**src/rtl/exc_entry_pkg.sv**
```systemverilog
package exc_entry_pkg;

  localparam int CODE_W  = 18;
  localparam int ST_IE   = 0;
  localparam int ST_EXL  = 1;
  localparam int ST_ERL  = 2;
  localparam int ST_EIE  = 16;
  localparam int ST_BEV  = 22;
  localparam int ST_DEV  = 23;

  typedef enum logic [2:0] {
    CLS_REFILL  = 3'd0,
    CLS_INTR    = 3'd1,
    CLS_GENERAL = 3'd2,
    CLS_RESET   = 3'd3,
    CLS_PERF    = 3'd4,
    CLS_DEBUG   = 3'd5,
    CLS_UNKNOWN = 3'd6
  } exc_cls_e;

  // kind = code[6:2] (level 0-1 field), lvl2_fld = code[17:15] (level 2 field)
  function automatic exc_cls_e classify_code(input logic [4:0] kind,
                                             input logic [2:0] lvl2_fld,
                                             input logic       erl);
    exc_cls_e c;
    if (!erl) begin
      if (kind == 5'd2 || kind == 5'd3) c = CLS_REFILL;
      else if (kind == 5'd0)            c = CLS_INTR;
      else                              c = CLS_GENERAL;
    end else begin
      case (lvl2_fld)
        3'd0, 3'd1: c = CLS_RESET;
        3'd2:       c = CLS_PERF;
        3'd3:       c = CLS_DEBUG;
        default:    c = CLS_UNKNOWN;
      endcase
    end
    return c;
  endfunction

  function automatic logic [9:0] class_offset(input exc_cls_e c, input logic exl);
    logic [9:0] off;
    if (exl) off = 10'h180;
    else begin
      case (c)
        CLS_INTR:    off = 10'h200;
        CLS_GENERAL: off = 10'h180;
        CLS_PERF:    off = 10'h080;
        CLS_DEBUG:   off = 10'h100;
        default:     off = 10'h000;
      endcase
    end
    return off;
  endfunction

  function automatic logic [31:0] return_addr(input logic [31:0] pc, input logic bd);
    return bd ? (pc - 32'd4) : pc;
  endfunction

endpackage

```
**src/rtl/exc_class_sel.sv**
```systemverilog
module exc_class_sel
  import exc_entry_pkg::*;
(
  input  logic [4:0] kind,
  input  logic [2:0] lvl2_fld,
  input  logic       erl,
  input  logic       exl,
  input  logic       bev,
  input  logic       dev,
  output exc_cls_e   cls,
  output logic [9:0] offset,
  output logic       gov_bit,
  output logic       reset_cls,
  output logic       unknown_cls
);
  always_comb begin
    cls         = classify_code(kind, lvl2_fld, erl);
    offset      = class_offset(cls, exl);
    gov_bit     = erl ? dev : bev;
    reset_cls   = (cls == CLS_RESET);
    unknown_cls = (cls == CLS_UNKNOWN);
  end
endmodule

```
**src/rtl/exc_irq_gate.sv**
```systemverilog
module exc_irq_gate #(
  parameter int IRQ_W = 2
) (
  input  logic [IRQ_W-1:0] pend,
  input  logic [IRQ_W-1:0] mask,
  input  logic             ie,
  input  logic             eie,
  input  logic             exl,
  input  logic             erl,
  output logic             irq_ok
);
  logic [IRQ_W-1:0] line_hit;

  for (genvar g = 0; g < IRQ_W; g++) begin : g_line
    assign line_hit[g] = pend[g] & mask[g];
  end

  assign irq_ok = (|line_hit) & ie & eie & ~exl & ~erl;
endmodule

```
**src/rtl/exc_entry_calc.sv**
```systemverilog
module exc_entry_calc
  import exc_entry_pkg::*;
#(
  parameter logic [31:0] GEN_BASE  = 32'h8000_0000,
  parameter logic [31:0] BOOT_BASE = 32'hBFC0_0200,
  parameter logic [31:0] RESET_PC  = 32'hBFC0_0000
) (
  input  logic [31:0] pc,
  input  logic        bd,
  input  logic [15:0] cause_lo,
  input  logic        exl_in,
  input  logic        reset_cls,
  input  logic        gov_bit,
  input  logic [9:0]  offset,
  output logic [31:0] vec_pc,
  output logic [31:0] cause_nxt,
  output logic        epc_we,
  output logic [31:0] epc_nxt,
  output logic        exl_nxt
);
  localparam logic [31:0] OFF_PAD = 32'd0;

  always_comb begin
    cause_nxt = {16'h0000, cause_lo};
    epc_nxt   = return_addr(pc, bd);
    epc_we    = 1'b0;
    exl_nxt   = exl_in;
    if (reset_cls) begin
      vec_pc = RESET_PC;
    end else begin
      vec_pc = (gov_bit ? BOOT_BASE : GEN_BASE) + (OFF_PAD | {22'd0, offset});
      exl_nxt = 1'b1;
      if (!exl_in) begin
        epc_we        = 1'b1;
        cause_nxt[31] = bd;
      end
    end
  end
endmodule

```
**src/rtl/exc_entry_unit.sv**
```systemverilog
module exc_entry_unit
  import exc_entry_pkg::*;
#(
  parameter int          IRQ_W       = 2,
  parameter int          IRQ_LSB     = 10,
  parameter logic [31:0] GEN_BASE    = 32'h8000_0000,
  parameter logic [31:0] BOOT_BASE   = 32'hBFC0_0200,
  parameter logic [31:0] RESET_PC    = 32'hBFC0_0000,
  parameter logic [31:0] INIT_STATUS = 32'h7040_0004,
  parameter logic [31:0] INIT_CONFIG = 32'h0000_0440,
  parameter logic [31:0] INIT_PRID   = 32'h0000_2E20
) (
  input  logic              clk,
  input  logic              rst_n,
  input  logic              req_valid,
  input  logic [CODE_W-1:0] req_code,
  input  logic              req_bd,
  input  logic [31:0]       req_pc,
  input  logic [IRQ_W-1:0]  irq_pend,
  input  logic              stat_wr,
  input  logic [31:0]       stat_wdata,
  output logic [31:0]       pc_o,
  output logic [31:0]       cause_o,
  output logic [31:0]       epc_o,
  output logic [31:0]       status_o,
  output logic [31:0]       config_o,
  output logic [31:0]       prid_o,
  output logic              done_o,
  output logic              err_o
);
  logic [31:0] pc_q, cause_q, epc_q, status_q, config_q, prid_q;
  logic        done_q, err_q;

  // named internal events, also observed by the checker
  logic              irq_ok, irq_go, go, lvl2_sel;
  logic [CODE_W-1:0] eff_code;
  exc_cls_e          cls;
  logic [9:0]        offset;
  logic              gov_bit, reset_cls, unknown_cls;
  logic [31:0]       vec_pc, cause_nxt, epc_nxt;
  logic              epc_we, exl_nxt;

  exc_irq_gate #(.IRQ_W(IRQ_W)) u_irq (
    .pend   (irq_pend),
    .mask   (status_q[IRQ_LSB +: IRQ_W]),
    .ie     (status_q[ST_IE]),
    .eie    (status_q[ST_EIE]),
    .exl    (status_q[ST_EXL]),
    .erl    (status_q[ST_ERL]),
    .irq_ok (irq_ok)
  );

  assign irq_go   = irq_ok & ~req_valid;
  assign go       = req_valid | irq_go;
  assign eff_code = req_valid ? req_code : '0;
  assign lvl2_sel = status_q[ST_ERL];

  exc_class_sel u_cls (
    .kind        (eff_code[6:2]),
    .lvl2_fld    (eff_code[17:15]),
    .erl         (status_q[ST_ERL]),
    .exl         (status_q[ST_EXL]),
    .bev         (status_q[ST_BEV]),
    .dev         (status_q[ST_DEV]),
    .cls         (cls),
    .offset      (offset),
    .gov_bit     (gov_bit),
    .reset_cls   (reset_cls),
    .unknown_cls (unknown_cls)
  );

  exc_entry_calc #(
    .GEN_BASE  (GEN_BASE),
    .BOOT_BASE (BOOT_BASE),
    .RESET_PC  (RESET_PC)
  ) u_calc (
    .pc        (req_pc),
    .bd        (req_bd),
    .cause_lo  (eff_code[15:0]),
    .exl_in    (status_q[ST_EXL]),
    .reset_cls (reset_cls),
    .gov_bit   (gov_bit),
    .offset    (offset),
    .vec_pc    (vec_pc),
    .cause_nxt (cause_nxt),
    .epc_we    (epc_we),
    .epc_nxt   (epc_nxt),
    .exl_nxt   (exl_nxt)
  );

  always_ff @(posedge clk) begin
    if (!rst_n) begin
      pc_q     <= RESET_PC;
      cause_q  <= '0;
      epc_q    <= '0;
      status_q <= INIT_STATUS;
      config_q <= INIT_CONFIG;
      prid_q   <= INIT_PRID;
      done_q   <= 1'b0;
      err_q    <= 1'b0;
    end else begin
      done_q <= go;
      if (go) begin
        pc_q             <= vec_pc;
        cause_q          <= cause_nxt;
        status_q[ST_EXL] <= exl_nxt;
        err_q            <= unknown_cls;
        if (epc_we) epc_q <= epc_nxt;
      end else if (stat_wr) begin
        status_q <= stat_wdata;
      end
    end
  end

  assign pc_o     = pc_q;
  assign cause_o  = cause_q;
  assign epc_o    = epc_q;
  assign status_o = status_q;
  assign config_o = config_q;
  assign prid_o   = prid_q;
  assign done_o   = done_q;
  assign err_o    = err_q;
endmodule

```
**config.mk**
```make
export PLATFORM = sky130hd
export DESIGN_NAME = exc_entry_unit
export DESIGN_NICKNAME = d
export VERILOG_FILES = /design/src/rtl/exc_entry_pkg.sv /design/src/rtl/exc_class_sel.sv /design/src/rtl/exc_irq_gate.sv /design/src/rtl/exc_entry_calc.sv /design/src/rtl/exc_entry_unit.sv
export SDC_FILE = /design/constraint.sdc
export NUM_CORES = 1
export LEC_CHECK = 0
export BUFFER_PORTS_ARGS = -buffer_cell sky130_fd_sc_hd__buf_4
export CORE_AREA = 2 2 109 111
export CTS_CLUSTER_DIAMETER = 50
export DETAILED_ROUTE_END_ITERATION = 16
export DIE_AREA = 0 0 111 113
export PLACE_DENSITY_LB_ADDON = 0.25
export SLEW_MARGIN = 20
export SYNTH_ARGS = -nofsm -noshare
export SYNTH_HDL_FRONTEND = slang
export SYNTH_SLANG_ARGS = --single-unit
export TNS_END_PERCENT = 10
```
**constraint.sdc**
```tcl
create_clock -name clk -period 5.11 [get_ports clk]
set_input_delay 1.2775 -clock clk [delete_from_list [all_inputs] [get_ports clk]]
set_output_delay 1.2775 -clock clk [all_outputs]
set_load 0.05 [all_outputs]
```
==> results of run 1 <==
-- cell families (layout without fill, tap and decap cells) --
kind of cell	after synthesis	after routing
mux	7	7
simple gates	185	185
flops	88	88
fa+ha+maj	2	2
other cells	2	99
compound gates	111	111
xor+xnor	27	27
buf+inv	147	207
-- registers in the layout, indices dropped and copies added, names as in the netlist --
name      cells
done_o        1
epc_o        32
cause_o      17
pc_o          5
err_o         1
status_o     32
-- cells in the final DEF, fill, tap and decap left out, types with 3 or more instances in the layout --
| cell | instances |
|---|---|
| nor2_1 | 42 |
| a22oi_1 | 15 |
| clkbuf_16 | 9 |
| inv_1 | 5 |
| mux2i_1 | 4 |
| conb_1 | 99 |
| nand2_1 | 85 |
| nor3_1 | 13 |
| a211oi_1 | 8 |
| or4_1 | 4 |
| dfxtp_1 | 88 |
| mux2_2 | 3 |
| buf_4 | 185 |
| xor2_1 | 11 |
| nor4_1 | 7 |
| nand2b_1 | 3 |
| xnor2_1 | 16 |
| nand3_1 | 8 |
| o21ai_0 | 20 |
| a21oi_1 | 52 |
| nand4_1 | 3 |
-- routing by layer --
layer	global-route usage, %	vias to the layer above	wire length (µm)
met1	20.1	1880	4690
met4	8.25	0	244
met3	5.30	20	1070
met5	0	-	0
met2	29.8	199	5690
li1	-	2023	-
-- stage by stage --
stage | setup slack, ns | std cells | cell area [µm²]
after global routing | 1.86 | 869 | 5960
after detailed placement | 1.60 | 853 | 5630
after floorplan | 2.33 | 666 | 5010
final | 2.10 | 869 | 5960
after global placement | 1.71 | 853 | 5630
after CTS | 1.96 | 869 | 5950
-- how the worst max path moves through the flow --
stage,depth (start not counted),endpoint,start
after detailed placement,7,status_o[9],irq_pend[0]
after global routing,7,status_o[7],irq_pend[0]
after CTS,7,status_o[9],irq_pend[0]
after floorplan,7,pc_o[9],req_code[4]
after global placement,7,status_o[27],irq_pend[0]
final,7,status_o[9],irq_pend[0]
-- worst register-to-register path, cell delays in order, from the launching register on --
cell and delay (ns):
dfxtp_1 0.67, nor4bb_1 0.16, a21oi_2 0.23, buf_4 0.35, nand2_1 0.65, nand2_1 0.27
a21oi_1 0.09
-- power by group --
group	internal [mW]	switching, mW
clock network	0.441	0.268
registers	0.729	0.0285
logic	0.150	0.438
-- final cells by class --
cell class	count	area (µm²)
sequential	88	1760
inverter	6	23.8
multi-input combinational	431	2280
clock inverter	5	80.1
clock buffer	11	243
timing repair buffer	185	1390
fill	1078	5320
tap	143	179
==> impl_metrics.json, run 1 <==
{
  "drive_gt1_share_pct": 29.8,
  "nNetsFinal": 812,
  "path_cells": "buf_4 > a22o_1 > a21oi_2 > buf_4 > nand2_1 > nand2_1 > a21oi_1",
  "post-route-util_pct": 52.8,
  "power_mw": 2.06,
  "post-route-period-util_pct": 58.9,
  "synthArstFlopShare_pct": 0,
  "place.gp.congestion": 0.821,
  "first_global_vias": 3718,
  "fmax_mhz": 332,
  "viasPerCell": 4.74,
  "antenna_found_initial": 0,
  "end_kind": "flop",
  "critPathMaxStageDelay_ns": 0.65,
  "cts_tree": "built",
  "yosys.area_share.simple_pct": 19.2,
  "wirelength_um": 11700,
  "dpl.hpwl_um": 8670,
  "die_x_um": 111,
  "grt_pass1_wl_um": 17800,
  "yosysMostFrequentCell": "buf_4",
  "reg2reg_depth": 6,
  "leakagePower_nw": 2.70,
  "clk_latency_ns": 0.34,
  "ys_top_cells_by_count": "112 x buf_4, 88 x dfxtp_1, 85 x nand2_1, 53 x a21oi_1, 42 x nor2_1",
  "regToRegSetupSlack_ns": 2.54,
  "synth.area.top_cells": "dfxtp_1 38%, buf_4 18%, nand2_1 6.9%, a21oi_1 5.7%, nor2_1 3.4%",
  "path_clk_slew_ns": 0.06,
  "drc": 0,
  "timing.hold.ws_ns": 0.454,
  "root_buffer": "clkbuf_16",
  "final_hold_viol_count": 0,
  "synth-seq-cells": 88,
  "wire_per_inst_um": 13.5,
  "finalSetupViolations": 0,
  "num_io_pins": 283,
  "tightest_slew_ns": 0.991,
  "initial_utilization_pct": 41.2,
  "synth_top_family_by_area": "buffers and inverters",
  "grt_usage_pct": 17.4,
  "timing.setup.tns_ns": 0,
  "cts_buffers": 9,
  "min_to": "pc_o[7]",
  "syn_inst": 569,
  "slew_violations": 0,
  "criticalPathCategory": "in2reg",
  "postCtsSetupBuffers": 0,
  "rsz0062_at_grt": "no",
  "cap_violations": 0,
  "firstDrtPassIters": 4,
  "cp-start-kind": "input port",
  "synth_edf_count": 0,
  "grt_max_degree": 64,
  "ant_nets": 0,
  "cp_top_family": "simple AND/OR/NAND/NOR gates",
  "p_per_area_mw_per_mm2": 345,
  "synth_area_leader_cell": "dfxtp_1",
  "core_mm2": 0.0113,
  "rr_endpoint": "status_o[9]",
  "first_iter_violations": 220,
  "synth-compound-area-share_pct": 14.4,
  "gr-total-overflow": 0,
  "hold-path-cell-count": 2,
  "yosysTopAreaCellShare_pct": 37.9,
  "clock-sinks": 88,
  "arrival_ns": 3.19,
  "num_antenna_cells": 0,
  "ys_types": 52,
  "hold_buffers": 0,
  "num_vias": 4122,
  "synth_adder_area_share_pct": 0.538,
  "seq_area_frac_synth_pct": 37.9,
  "synth.mux.area_fraction_pct": 1.59,
  "ys_warn_count": 0,
  "min_period_ns": 3.01,
  "cp_slowest_cell": "nand2_1",
  "clockBufferDepth": 2,
  "ctsResizeCount": 0,
  "synth-xor-area-share_pct": 5.09,
  "required_ns": 5.30,
  "syn_avg_cell_area_um2": 8.17,
  "die_h_um": 113,
  "ir_worst_vdd_mv": 0.181,
  "fin_skew_ns": 0.00618,
  "slew_headroom_pct": 33.8,
  "status": "completed",
  "io_buffers": 183,
  "die-area_mm2": 0.0125,
  "r2r_start": "status_o[2]",
  "synthToLayoutAreaGrowth_pct": 28.1,
  "crit_fanout": 31,
  "min_path_type": "reg2reg",
  "hold_start": "pc_o[7]",
  "htree_levels": 3,
  "syn-cell-area_mm2": 0.00465,
  "std_cell_rows": 39,
  "path_buf_inv": 2,
  "synth_flop_cell": "dfxtp_1"
}
(Power assumes the default switching activity.)
==> run 2: changes to the inputs <==
--- a/config.mk
+++ b/config.mk
@@ -5,11 +5,12 @@
 export SDC_FILE = /design/constraint.sdc
 export NUM_CORES = 1
 export LEC_CHECK = 0
+export ABC_AREA = 1
 export BUFFER_PORTS_ARGS = -buffer_cell sky130_fd_sc_hd__buf_4
-export CORE_AREA = 2 2 109 111
+export CORE_MARGIN = 2
+export CORE_UTILIZATION = 41
 export CTS_CLUSTER_DIAMETER = 50
 export DETAILED_ROUTE_END_ITERATION = 16
-export DIE_AREA = 0 0 111 113
 export PLACE_DENSITY_LB_ADDON = 0.25
 export SLEW_MARGIN = 20
 export SYNTH_ARGS = -nofsm -noshare
==> constraint.sdc (replaced) <==
create_clock -name clk -period 2.7 [get_ports clk]
set_input_delay 0.675 -clock clk [delete_from_list [all_inputs] [get_ports clk]]
set_output_delay 0.675 -clock clk [all_outputs]
set_load 0.05 [all_outputs]
==> impl_metrics.json, run 2 <==
{
  "ctsResizeCount": 0,
  "io_buffers": 183,
  "clockBufferDepth": 2,
  "power_mw": 3.84,
  "grt_pass1_wl_um": 19500,
  "num_vias": 4557,
  "synthArstFlopShare_pct": 0,
  "fillerInstances": 1247,
  "grt_max_degree": 38,
  "viasPerCell": 4.45,
  "slew_violations": 0,
  "placed_area_mm2": 0.00599,
  "timing.setup.tns_ns": 0,
  "synth_edf_count": 0,
  "cts_tree": "built",
  "fin_skew_ns": 0.00856,
  "yosysMostFrequentCell": "nand2_1",
  "tightest_slew_ns": 0.751,
  "cp-start-kind": "input port",
  "synth-seq-cells": 88,
  "layout_commonest_cell": "nand2_1",
  "clk_latency_ns": 0.34,
  "min_path_type": "reg2reg",
  "post-route-util_pct": 52.3,
  "grt_usage_pct": 18.8,
  "busiest_layer": "met2",
  "num_antenna_cells": 0,
  "die-area_mm2": 0.0132,
  "antenna_found_initial": 0,
  "ant_nets": 0,
  "wirelength_um": 12900,
  "grt_util_met2_pct": 31.0,
  "num_io_pins": 283,
  "stdcell_area_mm2": 0.00628,
  "cts_buffers": 9,
  "postCtsSetupBuffers": 0,
  "leakagePower_nw": 3.03,
  "syn-cell-area_mm2": 0.00502,
  "htree_levels": 3,
  "status": "completed",
  "final_hold_viol_count": 0,
  "initial_utilization_pct": 41.8,
  "synth.area.top_cells": "dfxtp_1 35%, buf_4 17%, nand2_1 15%, a21oi_1 6.8%, nor2_1 5.1%",
  "syn_avg_cell_area_um2": 7.02,
  "hold_buffers": 0,
  "min_period_ns": 1.89,
  "die_x_um": 115,
  "ir_worst_vdd_mv": 0.315,
  "dpl.hpwl_um": 9740,
  "ys_top_cells_by_count": "205 x nand2_1, 114 x buf_4, 88 x dfxtp_1, 68 x a21oi_1, 68 x nor2_1",
  "syn_inst": 716,
  "grt_use_met3_pct": 6.03,
  "drive_gt1_share_pct": 27.4,
  "path_clk_slew_ns": 0.06,
  "ys_warn_count": 0,
  "seq_area_frac_synth_pct": 35.1,
  "wire_per_inst_um": 12.6,
  "std_cell_rows": 40,
  "drc": 0,
  "synth_area_leader_cell": "dfxtp_1",
  "criticalPathCategory": "in2reg",
  "slew_headroom_pct": 49.8,
  "first_iter_violations": 213,
  "post-route-period-util_pct": 70.0,
  "grtUsageMet1_pct": 22.9,
  "root_buffer": "clkbuf_16",
  "mostFrequentLayoutCells": "205 x nand2_1, 186 x buf_4, 99 x conb_1, 88 x dfxtp_1",
  "fmax_mhz": 529,
  "nNetsFinal": 964,
  "rsz0062_at_grt": "no",
  "synthToLayoutAreaGrowth_pct": 24.9,
  "clock-sinks": 88,
  "crit_fanout": 37,
  "ys_types": 35,
  "firstDrtPassIters": 5,
  "finalSetupViolations": 0,
  "yosysTopAreaCellShare_pct": 35.1,
  "place.gp.congestion": 0.865,
  "timing.hold.ws_ns": 0.461,
  "arrival_ns": 2.13,
  "required_ns": 2.94,
  "p_per_area_mw_per_mm2": 611,
  "gr-total-overflow": 0,
  "die_h_um": 115,
  "synth_flop_cell": "dfxtp_1",
  "end_kind": "flop",
  "core_mm2": 0.0120,
  "cap_violations": 0,
  "first_global_vias": 3984
}
-- run 2: changes by cell type after synthesis, sizes merged, moves of 11 or more --
cell    previous run  this run
inv                6        39
nand3              8        21
nor2              42        74
xnor2             16         4
a21oi             54        76
clkbuf            25        11
a22oi             15         0
buf              116       127
nand2             85       218
-- run 2: final cells by class --
class / count / area, µm² / area share (%)
Clock buffer: 10 / 229 / 3.65
Sequential cell: 88 / 1760 / 28.1
Multi-Input combinational cell: 548 / 2480 / 39.6
Inverter: 39 / 146 / 2.33
Clock inverter: 5 / 56.3 / 0.897
Tap cell: 147 / 184 / 2.93
Timing Repair Buffer: 187 / 1420 / 22.6
-- run 2: cells by family (layout without fill, tap and decap cells) --
family	count (synthesis)	count (layout)	share of synthesized area, %
buf+inv	177	241	22.8
fa+ha+maj	2	2	0.498
simple gates	330	330	27.6
flops	88	88	35.1
compound gates	100	100	10.9
other cells	2	99	0.149
xor+xnor	17	17	2.96
-- run 2: final timing paths --
path,from,to,slack [ns],depth (start not counted)
setup / recovery,req_valid,epc_o[21],0.81,10
hold / removal,cause_o[2],cause_o[2],0.46,2
setup reg to reg,status_o[2],epc_o[21],0.92,9
hold reg to reg,cause_o[2],cause_o[2],0.46,2
-- run 2: power breakdown --
| group | switching [mW] | total (mW) | internal, mW |
|---|---|---|---|
| Clock | 0.508 | 1.22 | 0.712 |
| Sequential | 0.0498 | 1.43 | 1.38 |
| Combinational | 0.893 | 1.19 | 0.294 |
-- run 2: worst max-delay path, stage by stage --
cell and delay, ns:
buf_4 0.24, nand2_1 0.12, nand2_1 0.09, nor2_2 0.05, nand2_2 0.09, nand4_2 0.11, nand3_2 0.10, buf_4 0.38
o21ai_0 0.12, and2_1 0.14
-- run 2: through the flow --
stage          std cells  worst slack (ns)
6_report            1024             0.811
5_1_grt             1024             0.596
4_1_cts             1024             0.794
3_5_place_dp        1009             0.427
3_3_place_gp        1009             0.464
2_1_floorplan        813             0.801
-- run 2: metal layers --
metal  routed length, µm  vias to the layer above
met4                 206                        0
li1                    -                     2351
met1                5470                     2014
met5                   0                        -
met2                6200                      180
met3                1030                       12
==> run 3: changes to the inputs <==
==> constraint.sdc (replaced) <==
create_clock -name clk -period 1.7 [get_ports clk]
set_input_delay 0.425 -clock clk [delete_from_list [all_inputs] [get_ports clk]]
set_output_delay 0.425 -clock clk [all_outputs]
set_load 0.05 [all_outputs]
==> impl_metrics.json, run 3 (synthesis gave the netlist of run 2 again) <==
{
  "status": "completed",
  "num_antenna_cells": 0,
  "io_buffers": 183,
  "viasPerCell": 4.41,
  "grt_usage_pct": 19.2,
  "grt_max_degree": 37,
  "timing.hold.ws_ns": 0.285,
  "stdcell_area_mm2": 0.00672,
  "p_per_area_mw_per_mm2": 920,
  "cap_violations": 0,
  "cts_buffers": 9,
  "wirelength_um": 13000,
  "initial_utilization_pct": 41.8,
  "rsz0062_at_grt": "no",
  "crit_fanout": 5,
  "mostFrequentLayoutCells": "222 x buf_4, 204 x nand2_1, 99 x conb_1, 88 x dfxtp_1, 68 x a21oi_1",
  "timing.setup.tns_ns": 0,
  "root_buffer": "clkbuf_16",
  "leakagePower_nw": 3.27,
  "pre_cts_slack_ns": -0.174,
  "drc": 0,
  "placed_area_mm2": 0.00642,
  "die_x_um": 115,
  "clockBufferDepth": 2,
  "fmax_mhz": 643,
  "dpl.hpwl_um": 10100,
  "antenna_found_initial": 0,
  "arrival_ns": 1.13,
  "gr-total-overflow": 0,
  "ir_worst_vdd_mv": 0.548,
  "ctsResizeCount": 0,
  "slew_violations": 0,
  "drive_gt1_share_pct": 31.3,
  "finalSetupViolations": 0,
  "setup_slack_ns": 0.145,
  "clk_latency_ns": 0.34,
  "num_vias": 4717,
  "first_iter_violations": 225,
  "cp-start-kind": "flop",
  "htree_levels": 3,
  "synthToLayoutAreaGrowth_pct": 33.8,
  "fillerInstances": 1227,
  "layout_commonest_cell": "buf_4",
  "nNetsFinal": 1008,
  "ff_latch_area_mm2": 0.00176,
  "ant_nets": 0,
  "final_hold_viol_count": 0,
  "wire_per_inst_um": 12.1,
  "multiInputGateArea_mm2": 0.00250,
  "fin_skew_ns": 0.00615,
  "end_kind": "primary output",
  "cts_tree": "built",
  "std_cell_rows": 40,
  "place.gp.congestion": 0.879,
  "firstDrtPassIters": 4,
  "power_mw": 6.19,
  "path_clk_slew_ns": 0.07,
  "die_h_um": 115,
  "post-route-period-util_pct": 91.4,
  "num_io_pins": 283,
  "core_mm2": 0.0120,
  "hold_buffers": 0,
  "min_period_ns": 1.55,
  "criticalPathCategory": "reg2out",
  "required_ns": 1.27,
  "min_path_type": "in2reg",
  "clock-sinks": 88,
  "first_global_vias": 4155,
  "postCtsSetupBuffers": 0,
  "die-area_mm2": 0.0132,
  "grt_pass1_wl_um": 20100
}
-- run 3: cell count changes in the layout (fill, tap and decap cells not counted), sizes merged --
cell and delta:
buf +44, inv +2, bufinv -1, clkbuf -1, clkinv +1
-- run 3: through the flow --
stage                     utilization (%)  instances
after floorplan                         -        813
after global placement               53.5       1053
after detailed placement             53.5       1053
after CTS                            55.9       1069
after global routing                 56.0       1069
final                                56.0       1069
-- run 3: area by class of cell --
| class | instances | area share (%) |
|---|---|---|
| repair buffers | 231 | 27.5 |
| well taps | 147 | 2.74 |
| clock inverters | 7 | 0.949 |
| flip-flops and latches | 88 | 26.2 |
| clock buffers | 9 | 3.35 |
| inverters | 39 | 2.18 |
| multi-input cells | 548 | 37.1 |
-- run 3: power by group --
group / internal, mW / switching [mW]
sequential: 2.19 / 0.0763
clock: 1.02 / 0.897
combinational: 0.560 / 1.44
-- run 3: path summary, 6_finish.rpt --
| kind | start | end | slack [ns] | depth (start not counted) |
|---|---|---|---|---|
| worst max-delay path | status_o[2] | status_o[2] | 0.15 | 2 |
| worst min-delay path | stat_wdata[28] | status_o[28] | 0.28 | 3 |
| worst max register to register | status_o[2] | status_o[2] | 0.18 | 9 |
| worst min register to register | cause_o[15] | cause_o[15] | 0.46 | 2 |
-- run 3: worst max-delay path, stage by stage, from the launching register on --
cell,delay (ns)
dfxtp_1,0.43
buf_4,0.16
buf_4,0.19
-- run 3: routing by layer --
layer	up-vias	global-route usage (%)	share of wire, %
li1	2437	-	-
met1	2089	23.0	42
met2	168	32.5	48
met3	23	6.30	8.0
met4	0	6.27	2.1
met5	-	0	0
